<file path="config.mk">
export PLATFORM = sky130hd
export DESIGN_NAME = sgw_walker
export DESIGN_NICKNAME = d
export VERILOG_FILES = /design/src/rtl/sgw_pkg.sv /design/src/rtl/sgw_fetch.sv /design/src/rtl/sgw_decode.sv /design/src/rtl/sgw_walker.sv
export SDC_FILE = /design/constraint.sdc
export NUM_CORES = 1
export LEC_CHECK = 0
export BUFFER_PORTS_ARGS = -buffer_cell sky130_fd_sc_hd__buf_2
export CAP_MARGIN = 20
export CORE_MARGIN = 3
export CORE_UTILIZATION = 56
export DETAILED_ROUTE_END_ITERATION = 16
export GPL_ROUTABILITY_DRIVEN = 0
export PLACE_DENSITY = 0.76
export RECOVER_POWER = 100
export SYNTH_ARGS = -nofsm -noshare
export SYNTH_HDL_FRONTEND = slang
export SYNTH_SLANG_ARGS = --single-unit
</file>
<file path="constraint.sdc">
create_clock -name clk -period 4.3 [get_ports clk]
set_input_delay 0.645 -clock clk [delete_from_list [all_inputs] [get_ports clk]]
set_output_delay 0.645 -clock clk [all_outputs]
set_load 0.02 [all_outputs]
</file>
<file path="src/rtl/sgw_pkg.sv">
`timescale 1ns/1ps
package sgw_pkg;

   // Descriptor geometry and flag positions (word 2, byte 0).
   localparam int SGW_WORDS  = 4;
   localparam int SGW_WORD_W = 32;
   localparam int SGW_F_ORD  = 4;
   localparam int SGW_F_OUT  = 5;
   localparam int SGW_F_LAST = 7;
   localparam int SGW_MODE_LSB = 8;

   typedef enum logic [1:0] {
      SGW_OK        = 2'd0,
      SGW_ERR_ALIGN = 2'd1,
      SGW_ERR_CHAIN = 2'd2,
      SGW_ERR_WRAP  = 2'd3
   } sgw_err_e;

   typedef enum logic [1:0] {
      ST_IDLE  = 2'd0,
      ST_FETCH = 2'd1,
      ST_CHECK = 2'd2,
      ST_ISSUE = 2'd3
   } sgw_state_e;

endpackage

</file>
<file path="src/rtl/sgw_fetch.sv">
`timescale 1ns/1ps
module sgw_fetch #(
   parameter int ADDR_W = 32,
   parameter int WORD_W = 32,
   parameter int WORDS  = 4
) (
   input  logic                    clk,
   input  logic                    rst_n,
   input  logic                    kick,
   input  logic [ADDR_W-1:0]       base,
   output logic                    rd_req,
   output logic [ADDR_W-1:0]       rd_addr,
   input  logic                    rd_rvalid,
   input  logic [WORD_W-1:0]       rd_data,
   output logic [WORDS*WORD_W-1:0] words,
   output logic                    fin
);

   localparam int IDX_W  = (WORDS > 1) ? $clog2(WORDS) : 1;
   localparam int STRIDE = WORD_W / 8;

   if (WORD_W % 8 != 0) begin : g_bad_word
      $error("sgw_fetch: WORD_W must be a whole number of bytes");
   end
   if (WORDS < 2) begin : g_bad_words
      $error("sgw_fetch: WORDS must be at least 2");
   end

   logic [IDX_W-1:0] idx;

   always_ff @(posedge clk) begin
      if (!rst_n) begin
         rd_req  <= 1'b0;
         rd_addr <= '0;
         idx     <= '0;
         words   <= '0;
         fin     <= 1'b0;
      end else begin
         fin <= 1'b0;
         if (kick) begin
            rd_req  <= 1'b1;
            rd_addr <= base;
            idx     <= '0;
         end else if (rd_req && rd_rvalid) begin
            words[int'(idx)*WORD_W +: WORD_W] <= rd_data;
            if (idx == IDX_W'(WORDS-1)) begin
               rd_req <= 1'b0;
               fin    <= 1'b1;
            end else begin
               idx     <= idx + 1'b1;
               rd_addr <= rd_addr + ADDR_W'(STRIDE);
            end
         end
      end
   end

endmodule

</file>
<file path="src/rtl/sgw_decode.sv">
`timescale 1ns/1ps
module sgw_decode
   import sgw_pkg::*;
#(
   parameter int ADDR_W     = 32,
   parameter int LEN_W      = 32,
   parameter int MODE_W     = 4,
   parameter int ALIGN_BITS = 3,
   parameter bit CHECK_WRAP = 1'b1,
   localparam int BYTES_W   = LEN_W + 3,
   localparam int ENTRY_W   = SGW_WORDS * SGW_WORD_W
) (
   input  logic [ENTRY_W-1:0] entry,
   output logic [ADDR_W-1:0]  buf_addr,
   output logic [BYTES_W-1:0] bytes,
   output logic               dir_out,
   output logic               ordered,
   output logic               last,
   output logic [MODE_W-1:0]  mode,
   output logic [ADDR_W-1:0]  next_ptr,
   output sgw_err_e           fault
);

   localparam int W2 = 2 * SGW_WORD_W;
   localparam int W3 = 3 * SGW_WORD_W;

   if (MODE_W < 1 || MODE_W > 8) begin : g_bad_mode
      $error("sgw_decode: MODE_W must lie in 1..8");
   end

   logic wrap;
   logic misaligned;
   logic broken;

   assign buf_addr = entry[0 +: ADDR_W];
   assign bytes    = {entry[SGW_WORD_W +: LEN_W], 3'b000};
   assign ordered  = entry[W2 + SGW_F_ORD];
   assign dir_out  = entry[W2 + SGW_F_OUT];
   assign last     = entry[W2 + SGW_F_LAST];
   assign mode     = entry[W2 + SGW_MODE_LSB +: MODE_W];
   assign next_ptr = entry[W3 +: ADDR_W];

   // Bits with no meaning to the walker (spare flags, upper mode bits, packet length).
   logic unused_bits;
   assign unused_bits = ^{entry[W2 +: 4], entry[W2 + 6], entry[W3-1 : W2 + SGW_MODE_LSB + MODE_W]};

   if (CHECK_WRAP) begin : g_wrap
      localparam int SUM_W = BYTES_W + 1;
      logic [SUM_W-1:0] span_end;
      assign span_end = SUM_W'(buf_addr) + SUM_W'(bytes);
      assign wrap     = span_end > (SUM_W'(1) << ADDR_W);
   end else begin : g_nowrap
      assign wrap = 1'b0;
   end

   assign misaligned = (next_ptr != '0) && (next_ptr[ALIGN_BITS-1:0] != '0);
   assign broken     = !last && (next_ptr == '0);

   always_comb begin
      if (wrap)            fault = SGW_ERR_WRAP;
      else if (misaligned) fault = SGW_ERR_ALIGN;
      else if (broken)     fault = SGW_ERR_CHAIN;
      else                 fault = SGW_OK;
   end

endmodule

</file>
<file path="src/rtl/sgw_walker.sv">
`timescale 1ns/1ps
module sgw_walker
   import sgw_pkg::*;
#(
   parameter int ADDR_W     = 32,
   parameter int LEN_W      = 32,
   parameter int MODE_W     = 4,
   parameter int ALIGN_BITS = 3,
   parameter bit CHECK_WRAP = 1'b1
) (
   input  logic              clk,
   input  logic              rst_n,
   input  logic              start,
   input  logic [ADDR_W-1:0] head_ptr,
   output logic              busy,
   output logic              done,
   output logic              err,
   output logic [1:0]        err_code,
   output logic              rd_req,
   output logic [ADDR_W-1:0] rd_addr,
   input  logic              rd_rvalid,
   input  logic [31:0]       rd_data,
   output logic              xfer_req,
   output logic [ADDR_W-1:0] xfer_addr,
   output logic [LEN_W+2:0]  xfer_bytes,
   output logic              xfer_dir_out,
   output logic              xfer_ordered,
   output logic [MODE_W-1:0] xfer_mode,
   input  logic              xfer_ack
);

   localparam int BYTES_W = LEN_W + 3;
   localparam int ENTRY_W = SGW_WORDS * SGW_WORD_W;

   if (ADDR_W < 8 || ADDR_W > SGW_WORD_W) begin : g_bad_addr
      $error("sgw_walker: ADDR_W must lie in 8..32");
   end
   if (LEN_W < 1 || LEN_W > SGW_WORD_W) begin : g_bad_len
      $error("sgw_walker: LEN_W must lie in 1..32");
   end
   if (CHECK_WRAP && (BYTES_W < ADDR_W)) begin : g_bad_span
      $error("sgw_walker: byte count narrower than the address");
   end
   if (ALIGN_BITS < 2 || ALIGN_BITS >= ADDR_W) begin : g_bad_align
      $error("sgw_walker: ALIGN_BITS must cover word alignment");
   end

   sgw_state_e         st;
   sgw_err_e           err_q;
   logic [ADDR_W-1:0]  next_q;
   logic               last_q;
   logic               head_ok;
   logic               kick;
   logic [ADDR_W-1:0]  kick_base;
   logic [ENTRY_W-1:0] entry;
   logic               fetch_fin;

   logic [ADDR_W-1:0]  d_addr;
   logic [BYTES_W-1:0] d_bytes;
   logic               d_dir;
   logic               d_ord;
   logic               d_last;
   logic [MODE_W-1:0]  d_mode;
   logic [ADDR_W-1:0]  d_next;
   sgw_err_e           d_fault;

   assign head_ok   = (head_ptr[ALIGN_BITS-1:0] == '0);
   assign kick      = ((st == ST_IDLE) && start && head_ok) ||
                      ((st == ST_ISSUE) && xfer_ack && !last_q);
   assign kick_base = (st == ST_IDLE) ? head_ptr : next_q;
   assign busy      = (st != ST_IDLE);
   assign err_code  = err_q;

   sgw_fetch #(
      .ADDR_W (ADDR_W),
      .WORD_W (SGW_WORD_W),
      .WORDS  (SGW_WORDS)
   ) u_fetch (
      .clk       (clk),
      .rst_n     (rst_n),
      .kick      (kick),
      .base      (kick_base),
      .rd_req    (rd_req),
      .rd_addr   (rd_addr),
      .rd_rvalid (rd_rvalid),
      .rd_data   (rd_data),
      .words     (entry),
      .fin       (fetch_fin)
   );

   sgw_decode #(
      .ADDR_W     (ADDR_W),
      .LEN_W      (LEN_W),
      .MODE_W     (MODE_W),
      .ALIGN_BITS (ALIGN_BITS),
      .CHECK_WRAP (CHECK_WRAP)
   ) u_decode (
      .entry    (entry),
      .buf_addr (d_addr),
      .bytes    (d_bytes),
      .dir_out  (d_dir),
      .ordered  (d_ord),
      .last     (d_last),
      .mode     (d_mode),
      .next_ptr (d_next),
      .fault    (d_fault)
   );

   always_ff @(posedge clk) begin
      if (!rst_n) begin
         st           <= ST_IDLE;
         err_q        <= SGW_OK;
         next_q       <= '0;
         last_q       <= 1'b0;
         done         <= 1'b0;
         err          <= 1'b0;
         xfer_req     <= 1'b0;
         xfer_addr    <= '0;
         xfer_bytes   <= '0;
         xfer_dir_out <= 1'b0;
         xfer_ordered <= 1'b0;
         xfer_mode    <= '0;
      end else begin
         done <= 1'b0;
         err  <= 1'b0;
         unique case (st)
            ST_IDLE: begin
               if (start) begin
                  err_q <= SGW_OK;
                  if (head_ok) begin
                     st <= ST_FETCH;
                  end else begin
                     err   <= 1'b1;
                     err_q <= SGW_ERR_ALIGN;
                  end
               end
            end
            ST_FETCH: begin
               if (fetch_fin) st <= ST_CHECK;
            end
            ST_CHECK: begin
               if (d_fault != SGW_OK) begin
                  err   <= 1'b1;
                  err_q <= d_fault;
                  st    <= ST_IDLE;
               end else begin
                  xfer_req     <= 1'b1;
                  xfer_addr    <= d_addr;
                  xfer_bytes   <= d_bytes;
                  xfer_dir_out <= d_dir;
                  xfer_ordered <= d_ord;
                  xfer_mode    <= d_mode;
                  last_q       <= d_last;
                  next_q       <= d_next;
                  st           <= ST_ISSUE;
               end
            end
            ST_ISSUE: begin
               if (xfer_ack) begin
                  xfer_req <= 1'b0;
                  if (last_q) begin
                     done <= 1'b1;
                     st   <= ST_IDLE;
                  end else begin
                     st <= ST_FETCH;
                  end
               end
            end
            default: st <= ST_IDLE;
         endcase
      end
   end

endmodule

</file>
# Word level (Yosys, flattened, before mapping)
# Cells that the tools add are included.
[totals] register_bits=274 input_bits=69 output_inout_bits=112 word_cells=103
[classes] addsub=4 magnitude_cmp=1 eq_ne=11 shift=2 n_mux=31 bitwise=5 reduce_logical=32
[op_table] op="$bwmux 128" count=1
[op_table] op="$mux 32" count=4
[op_table] op="$shift 32x33->128 const A" count=1
[op_table] op="$shiftx 32x33->128" count=1
[op_table] op="$add 32x35->36" count=1
[op_table] op="$gt 36x33->1 const B" count=1
[op_table] op="$neg 7->33" count=1
[op_table] op="$add 32x3->32 const B" count=1
[op_table] op="$logic_not 32->1" count=1
[op_table] op="$reduce_bool 32->1" count=1
[op_table] op="$mux 2" count=10
[op_table] op="$mux 1" count=12
[op_table] op="$ne 2x2->1 const B" count=6
[op_table] op="$reduce_bool 2->1" count=6
[op_table] op="$reduce_and 2->1" count=5
[op_table] op="$reduce_and 3->1" count=3
[op_table] op="$pmux 2 s4" count=1
[op_table] op="$logic_and 1x1->1" count=7
[op_table] op="$eq 2x2->1 const B" count=3
[op_table] op="$not 1->1" count=5
[op_table] op="$pmux 1 s2" count=2
[op_table] op="$pmux 2 s2" count=1
[op_table] op="$reduce_and 4->1" count=1
[op_table] op="$logic_not 3->1" count=1
[op_table] op="other kinds (9)" count=10

# Longest topological paths before layout
# Gate-level depths: netlist (run 1).
[logic_depth] ltp_word=8 mapped_depth=15 ltp_nobuf=12

# Cells and area by module
# A second synthesis (run 1) with hierarchy kept.
[hier_totals] hier_cells=1800 area_unflattened_um2=14460.1
[modules_own_cells] module="sgw_fetch" instances=1 cells_each=840 area_per_inst_um2=7078.0 seq_area_each_um2=3283.1
[modules_own_cells] module="sgw_walker" instances=1 cells_each=553 area_per_inst_um2=4589.4 seq_area_each_um2=2262.2
[modules_own_cells] module="sgw_decode" instances=1 cells_each=407 area_per_inst_um2=2792.7 seq_area_each_um2=0.0

# Worst setup path before layout (run 1)
# Ideal clock, no wire load.
[synth_path] kind="reg-to-reg" startpoint="register u_fetch.words[3]" endpoint="register err_q[0], in the netlist err_code[0]" setup_time_ns=0.122 arrival_ns=3.826 required_ns=4.178 setup_slack_ns=0.353 path_stages_with_launch=14 path_buffers=1 period_less_slack_ns=3.947 cell_sequence="dfxtp_1 -> ha_1 -> fa_1 -> a21o_1 -> a221o_1 -> a221oi_4 -> xor2_1 -> o2111a_1 -> o2111ai_1 -> or4_4 -> o31a_1 -> buf_6 -> or3_1 -> a221o_1"
[synth_between] elab_chain_len=6 elab_cells_between_ends=8 cone_classes="add/sub (1); order compare (1); eq/ne (1); mux (3); reduce/logical (2)"
[synth_lines] item="start, declared" line="sgw_fetch.sv:15" rtl="output logic [WORDS*WORD_W-1:0] words,"
[synth_lines] item="start signal, assigned by index" line="sgw_fetch.sv:45" rtl="words[int'(idx)*WORD_W +: WORD_W] <= rd_data;"
[synth_lines] item="$add 32x35->36 (*)" line="sgw_decode.sv:50" rtl="assign span_end = SUM_W'(buf_addr) + SUM_W'(bytes);"
[synth_lines] item="$gt 36x33->1 (*)" line="sgw_decode.sv:51" rtl="assign wrap = span_end > (SUM_W'(1) << ADDR_W);"
[synth_lines] item="$mux 2 (*)" line="sgw_decode.sv:60" rtl="if (wrap) fault = SGW_ERR_WRAP;"
[synth_lines] item="$reduce_bool 2->1" line="sgw_walker.sv:142" rtl="if (d_fault != SGW_OK) begin"
[synth_lines] item="$ne 2x2->1 (no source line)"
[synth_lines] item="$reduce_and 3->1 (no source line)"
[synth_lines] item="end signal, assigned" line="sgw_walker.sv:144" rtl="err_q <= d_fault;"
[synth_lines] item="end, declared" line="sgw_walker.sv:49" rtl="sgw_err_e err_q;"
# Every way passes the cells marked *; elsewhere a longest branch is shown, timed or not. The select of a mux whose other input is x is not followed.
# A chain may end at the register's enable or synchronous reset.

# Worst setup path after layout (run 1)
# Ends and elaborated chain as after synthesis.

==> results.toml, run 1 <==
[synth]
ys_async_sr_fraction_pct = 0
seq_area_frac_synth_pct = 40.90
synth_top_area_share_pct = 40.90
ys_ff_latch = 249
synth_warnings = 0
netlist.top_cell.by_area = "dfxtp_1"
netlist_area_sq_um = 12190
synthCells = 1581
synth_edf_count = 0
synthFlopType = "dfxtp_1"
postSynthAreaPerCell_sq_um = 7.710
netlist_top_cells_area = "dfxtp_1 (41%), a21oi_1 (9.9%), nand3_1 (9.4%)"
ys_types = 73

[final_layout]
final_util_pct = 66.71
drive_gt1_share_pct = 10.39
final_common_cell = "dfxtp_1"
final_cell_mix = "dfxtp_1 (249), a21oi_1 (241), nand2_1 (229)"
design_area_sq_um = 14160
antenna_cells = 0
syn_to_final_growth_pct = 16.14
nNetsFinal = 1799

[drt]
detailroute.via_count = 12504
ant_nets = 0
drc = 0
viasPerCell = 6.290
routedWlPerCell_um = 19.10
drt_iter0_markers = 1582
drt_pass1_iterations = 6
routed_wirelength_um = 37980

[global_route]
grt_pass1_vias = 11496
grt-ovfl-total = 0
antenna_found_initial = 0
grt_pass1_wl_um = 59910
grt_max_degree = 103
track_usage_pct = 30.01

[worst_hold_path]
hold_start = "head_ptr[31]"
hold_path.class = "primary input to flip-flop"
hold_end = "u_fetch.rd_addr[31]"
hold_path_depth = 3

[worst_setup_path]
timing.rr.start = "u_fetch.words[3]"
crit_buf_inv = 0
worstSetupPathType = "flip-flop to flip-flop"
worst_r2r_endpoint = "err_code[0]"
critPathLaunchType = "flip-flop"
cpLargestDelayFamily = "compound AO/OA/AOI/OAI gates"
ff2ff_path_depth = 12
crit_top_cell = "a221o_1"
max_stage_delay_ns = 0.56
cp-end-kind = "flip-flop"
critical_path_arrival_ns = 4.65
critPathRequiredTime_ns = 4.73
cp_max_fo = 5
path_cells = "ha_1 > fa_1 > a21o_1 > a221o_1 > a221oi_4 > xor2_1 > o2111a_1 > o2111ai_1 > or4_4 > o31a_2 > or3_1 > a221o_1"
crit_slowest_cell = "or4_4"
ff2ff_setup_slack_ns = 0.08

[pwr]
p_leak_uw = 0.004879
power_density_nw_per_um2 = 366.0
peakVddDrop_mv = 0.2886

[placement]
placed_area_sq_um = 13250
dpl.hpwl_um = 25700
port_buffers = 177

[floorplanning]
rows = 53
core_sq_um = 21220
die_y_um = 153.5
die_area_sq_um = 23570
io_pins = 181
dieWidth_um = 153.5
start_util_pct = 57.44

[sta]
tightest_slew_ns = 2.802
maxSlewHeadroom_pct = -86.80
setup_violations = 0
drv_slew = 100
hold_violations = 0
finalCritPeriodShare_pct = 98.16
period_needed_ns = 4.221
clock_skew_ns = 0.02105
max_freq_ghz = 0.2369

[clocking]
insertion_delay_ns = 0.54
cts_tree = "done"
cts_buffers = 26
cts_root_buf = "clkbuf_16"
h-tree-depth = 1
clockBufferDepth = 3
path_clk_slew_ns = 0.07
cts.sinks = 249

[run_status]
status = "finished, violations left"
failed_checks = "max-capacitance violations, max-slew violations"

[run]
drv_cap = 2
## worst min-delay path: cells and delay by family
family          cells  cell delay [ns]
buf+inv             1             0.09
simple gates        1             0.04
compound gates      1             0.07
## cells in the mapped netlist (all sizes together), types with 17 or more instances
library cell  count
and3             17
nand2           229
nand3           228
nor3             18
nand4            23
xnor2            30
clkbuf          117
nor2             62
buf              19
a21oi           242
a311oi           32
ha               36
dfxtp           249
o21ai           123
## layer usage
layer | GRT usage [%] | vias up | share of wire, %
met4 | 8.495 | 0 | 2.9
met1 | 41.20 | 5901 | 42
li1 | - | 5886 | -
met3 | 4.982 | 103 | 9.5
met5 | 0 | - | 0
met2 | 49.11 | 614 | 46
## power by group
part / total [uW] / internal [uW] / switching, uW
clock: 2590 / 1620 / 973
combinational: 245 / 77.7 / 168
sequential: 2350 / 2320 / 20.9
## worst max-delay path by stage
stage | startpoint | endpoint | slack [ns] | cells past startpoint
final | u_fetch.words[3] | err_code[0] | 0.08 | 12
after global routing | u_fetch.words[3] | err_code[0] | -0.006 | 12
after CTS | u_fetch.words[3] | err_code[0] | 0.12 | 12
after detailed placement | u_fetch.words[3] | err_code[0] | 0.14 | 12
after global placement | u_fetch.words[3] | err_code[0] | 0.20 | 12
after floorplan | u_fetch.words[3] | err_code[0] | 0.35 | 13
## through the flow
step | worst slack, ns | cells | total power [uW] | hold slack (ns) | setup TNS, ns
5_1_grt | -0.005880 | 1988 | 5313 | 0.3664 | -0.02695
4_1_cts | 0.1189 | 1984 | 5190 | 0.3543 | 0
3_5_place_dp | 0.1433 | 1936 | 2637 | 0.4450 | 0
2_1_floorplan | 0.3526 | 1583 | 2536 | 0.4293 | 0
6_report | 0.07924 | 1988 | 5181 | 0.3631 | 0
3_3_place_gp | 0.2035 | 1936 | 2635 | 0.4392 | 0
## registers in the layout (all words and copies together), names as in the netlist
name and cells:
done 1, err 1, err_code 2, last_q 1, next_q 32, st 2
u_fetch.fin 1, u_fetch.idx 2, u_fetch.rd_addr 32, u_fetch.rd_req 1, u_fetch.words 103, xfer_addr 32
xfer_bytes 32, xfer_dir_out 1, xfer_mode 4, xfer_ordered 1, xfer_req 1
## cell type report
class | count | area, sq um
clock buffer | 31 | 719.4
clock inverter | 17 | 280.3
tap | 275 | 344.1
sequential | 249 | 4985
timing repair buffer | 218 | 1150
multi-input combinational | 1187 | 6631
inverter | 11 | 46.29
fill | 1857 | 7064
## kinds of logic (layout without fill, tap and decap cells)
group                    Yosys count  in the layout  synth area share [%]
multiplexers                       6              6                0.5132
AO/OA/AOI/OAI                    466            466                 22.42
flip-flops                       249            249                 40.90
XOR/XNOR                          41             41                 2.946
adder cells (fa/ha/maj)           37             37                 3.860
AND/OR/NAND/NOR                  634            634                 24.39
other                              1              3               0.03076
buffers and inverters            147            277                 4.948
## timing repair
item	CTS	global route
gates resized for setup	0	7
setup endpoints to repair	0	21
buffers inserted	0	1
hold buffers	0	0
Power figures use the tool's default switching activity.
==> run 2: changes to the inputs <==
Settings changed: RECOVER_POWER 100 to unset.
==> results.toml, run 2 (same netlist as run 1, synthesis figures left out) <==
[run_status]
status = "finished clean"

[sta]
max_freq_ghz = 0.2360
clock_skew_ns = 0.01767
drv_slew = 0
setup_violations = 0
tightest_slew_ns = 1.045
hold_violations = 0
final.setup.tns_ns = 0
period_needed_ns = 4.237
finalCritPeriodShare_pct = 98.54
maxSlewHeadroom_pct = 30.16

[worst_setup_path]
crit_buf_inv = 0
worstSetupPathType = "flip-flop to flip-flop"
critPathLaunchType = "flip-flop"
crit_slowest_cell = "or4_4"
cpLargestDelayFamily = "compound AO/OA/AOI/OAI gates"
ff2ff_path_depth = 12
worst_r2r_endpoint = "err_code[0]"
critPathRequiredTime_ns = 4.72
timing.rr.start = "u_fetch.words[3]"
crit_top_cell = "a221o_1"
cp-end-kind = "flip-flop"
cp_max_fo = 5
critical_path_arrival_ns = 4.66
ff2ff_setup_slack_ns = 0.06
path_cells = "ha_1 > fa_1 > a21o_1 > a221o_1 > a221oi_4 > xor2_1 > o2111a_1 > o2111ai_1 > or4_4 > o31a_2 > or3_1 > a221o_1"
max_stage_delay_ns = 0.56

[global_route]
track_usage_pct = 30.01
antenna_found_initial = 0
grt_pass1_wl_um = 59910
grt_max_degree = 103
grt_pass1_vias = 11496
grt-ovfl-total = 0

[final_layout]
design_area_sq_um = 14320
instances_no_fill = 1988
final_common_cell = "dfxtp_1"
regMostFlops = "u_fetch.words"
syn_to_final_growth_pct = 17.48
multiInputGateArea_sq_um = 6645
largest_register_ffs = 103
nNetsFinal = 1799
antenna_cells = 0
drive_gt1_share_pct = 17.05
final_cell_mix = "dfxtp_1 (249), a21oi_1 (241), nand2_1 (229)"
nFillCells = 1798
seqCellArea_sq_um = 4985

[drt]
detailroute.via_count = 12501
drt_pass1_iterations = 6
routed_wirelength_um = 37780
drc = 0
viasPerCell = 6.288
ant_nets = 0
routedWlPerCell_um = 19.00
drt_iter0_markers = 1668

[floorplanning]
rows = 53
io_pins = 181
die_area_sq_um = 23570
die_y_um = 153.5
start_util_pct = 57.44
dieWidth_um = 153.5
core_sq_um = 21220

[pwr]
p_leak_uw = 0.005372
power_density_nw_per_um2 = 361.5
peakVddDrop_mv = 0.2886

[run]
drv_cap = 0

[placement]
placed_area_sq_um = 13250
dp_cells = 1936
dpl.hpwl_um = 25700
port_buffers = 177

[clocking]
path_clk_slew_ns = 0.06
h-tree-depth = 1
cts_buffers = 26
cts.sinks = 249
cts_tree = "done"
clockBufferDepth = 3
insertion_delay_ns = 0.54
cts_root_buf = "clkbuf_16"

[worst_hold_path]
hold_path_depth = 3
hold_path.class = "primary input to flip-flop"
hold_end = "u_fetch.rd_addr[31]"
hold_start = "head_ptr[31]"
[run 2: what timing repair did]
item,in CTS,in global routing
gates resized for setup,0,7
endpoints found under the setup margin,0,21
endpoints found under the hold margin,0,0
buffers inserted,0,1
hold buffers,0,0
[run 2: metrics by stage]
stage / setup WS, ns / power (uW) / util, % / hold WS (ns)
after CTS: 0.1189 / 5190 / 67.13 / 0.3543
after global placement: 0.2035 / 2635 / 62.42 / 0.4392
after detailed placement: 0.1433 / 2637 / 62.42 / 0.4450
after global routing: -0.005880 / 5316 / 67.48 / 0.3664
after floorplan: 0.3526 / 2536 / - / 0.4293
final: 0.06264 / 5176 / 67.48 / 0.3655
[run 2: per-layer routing]
metal / wire length (um) / share of wire [%] / global-route usage, % / vias up
li1: - / - / - / 5903
met1: 15730 / 42 / 41.20 / 5893
met2: 17420 / 46 / 49.11 / 600
met3: 3526 / 9.3 / 4.982 / 105
met4: 1094 / 2.9 / 8.495 / 0
met5: 0 / 0 / 0 / -
[run 2: where the power goes]
| group | switching [uW] | total, uW | internal (uW) |
|---|---|---|---|
| registers | 20.5 | 2340 | 2320 |
| clock network | 967 | 2580 | 1620 |
| logic | 166 | 247 | 80.8 |
| total | 1150 | 5180 | 4020 |
[run 2: layout make-up]
type	count	area share (%)
Clock buffer	31	5.024
Clock inverter	17	1.957
Inverter	11	0.3233
Multi-Input combinational cell	1187	46.40
Sequential cell	249	34.81
Tap cell	275	2.403
Timing Repair Buffer	218	9.078
[run 2: how the worst max path moves through the flow]
stage / cells past startpoint / endpoint / from / slack [ns]
after floorplan: 13 / err_code[0] / u_fetch.words[3] / 0.35
after global placement: 12 / err_code[0] / u_fetch.words[3] / 0.20
after detailed placement: 12 / err_code[0] / u_fetch.words[3] / 0.14
after CTS: 12 / err_code[0] / u_fetch.words[3] / 0.12
after global routing: 12 / err_code[0] / u_fetch.words[3] / -0.006
final: 12 / err_code[0] / u_fetch.words[3] / 0.06
[run 2: worst register-to-register path: stages (launching register included)]
cell       delay [ns]
dfxtp_1          0.34
ha_1             0.24
fa_1             0.42
a21o_1           0.24
a221o_1          0.40
a221oi_4         0.31
xor2_1           0.18
o2111a_1         0.24
o2111ai_1        0.15
or4_4            0.56
o31a_2           0.36
or3_1            0.36
a221o_1          0.34
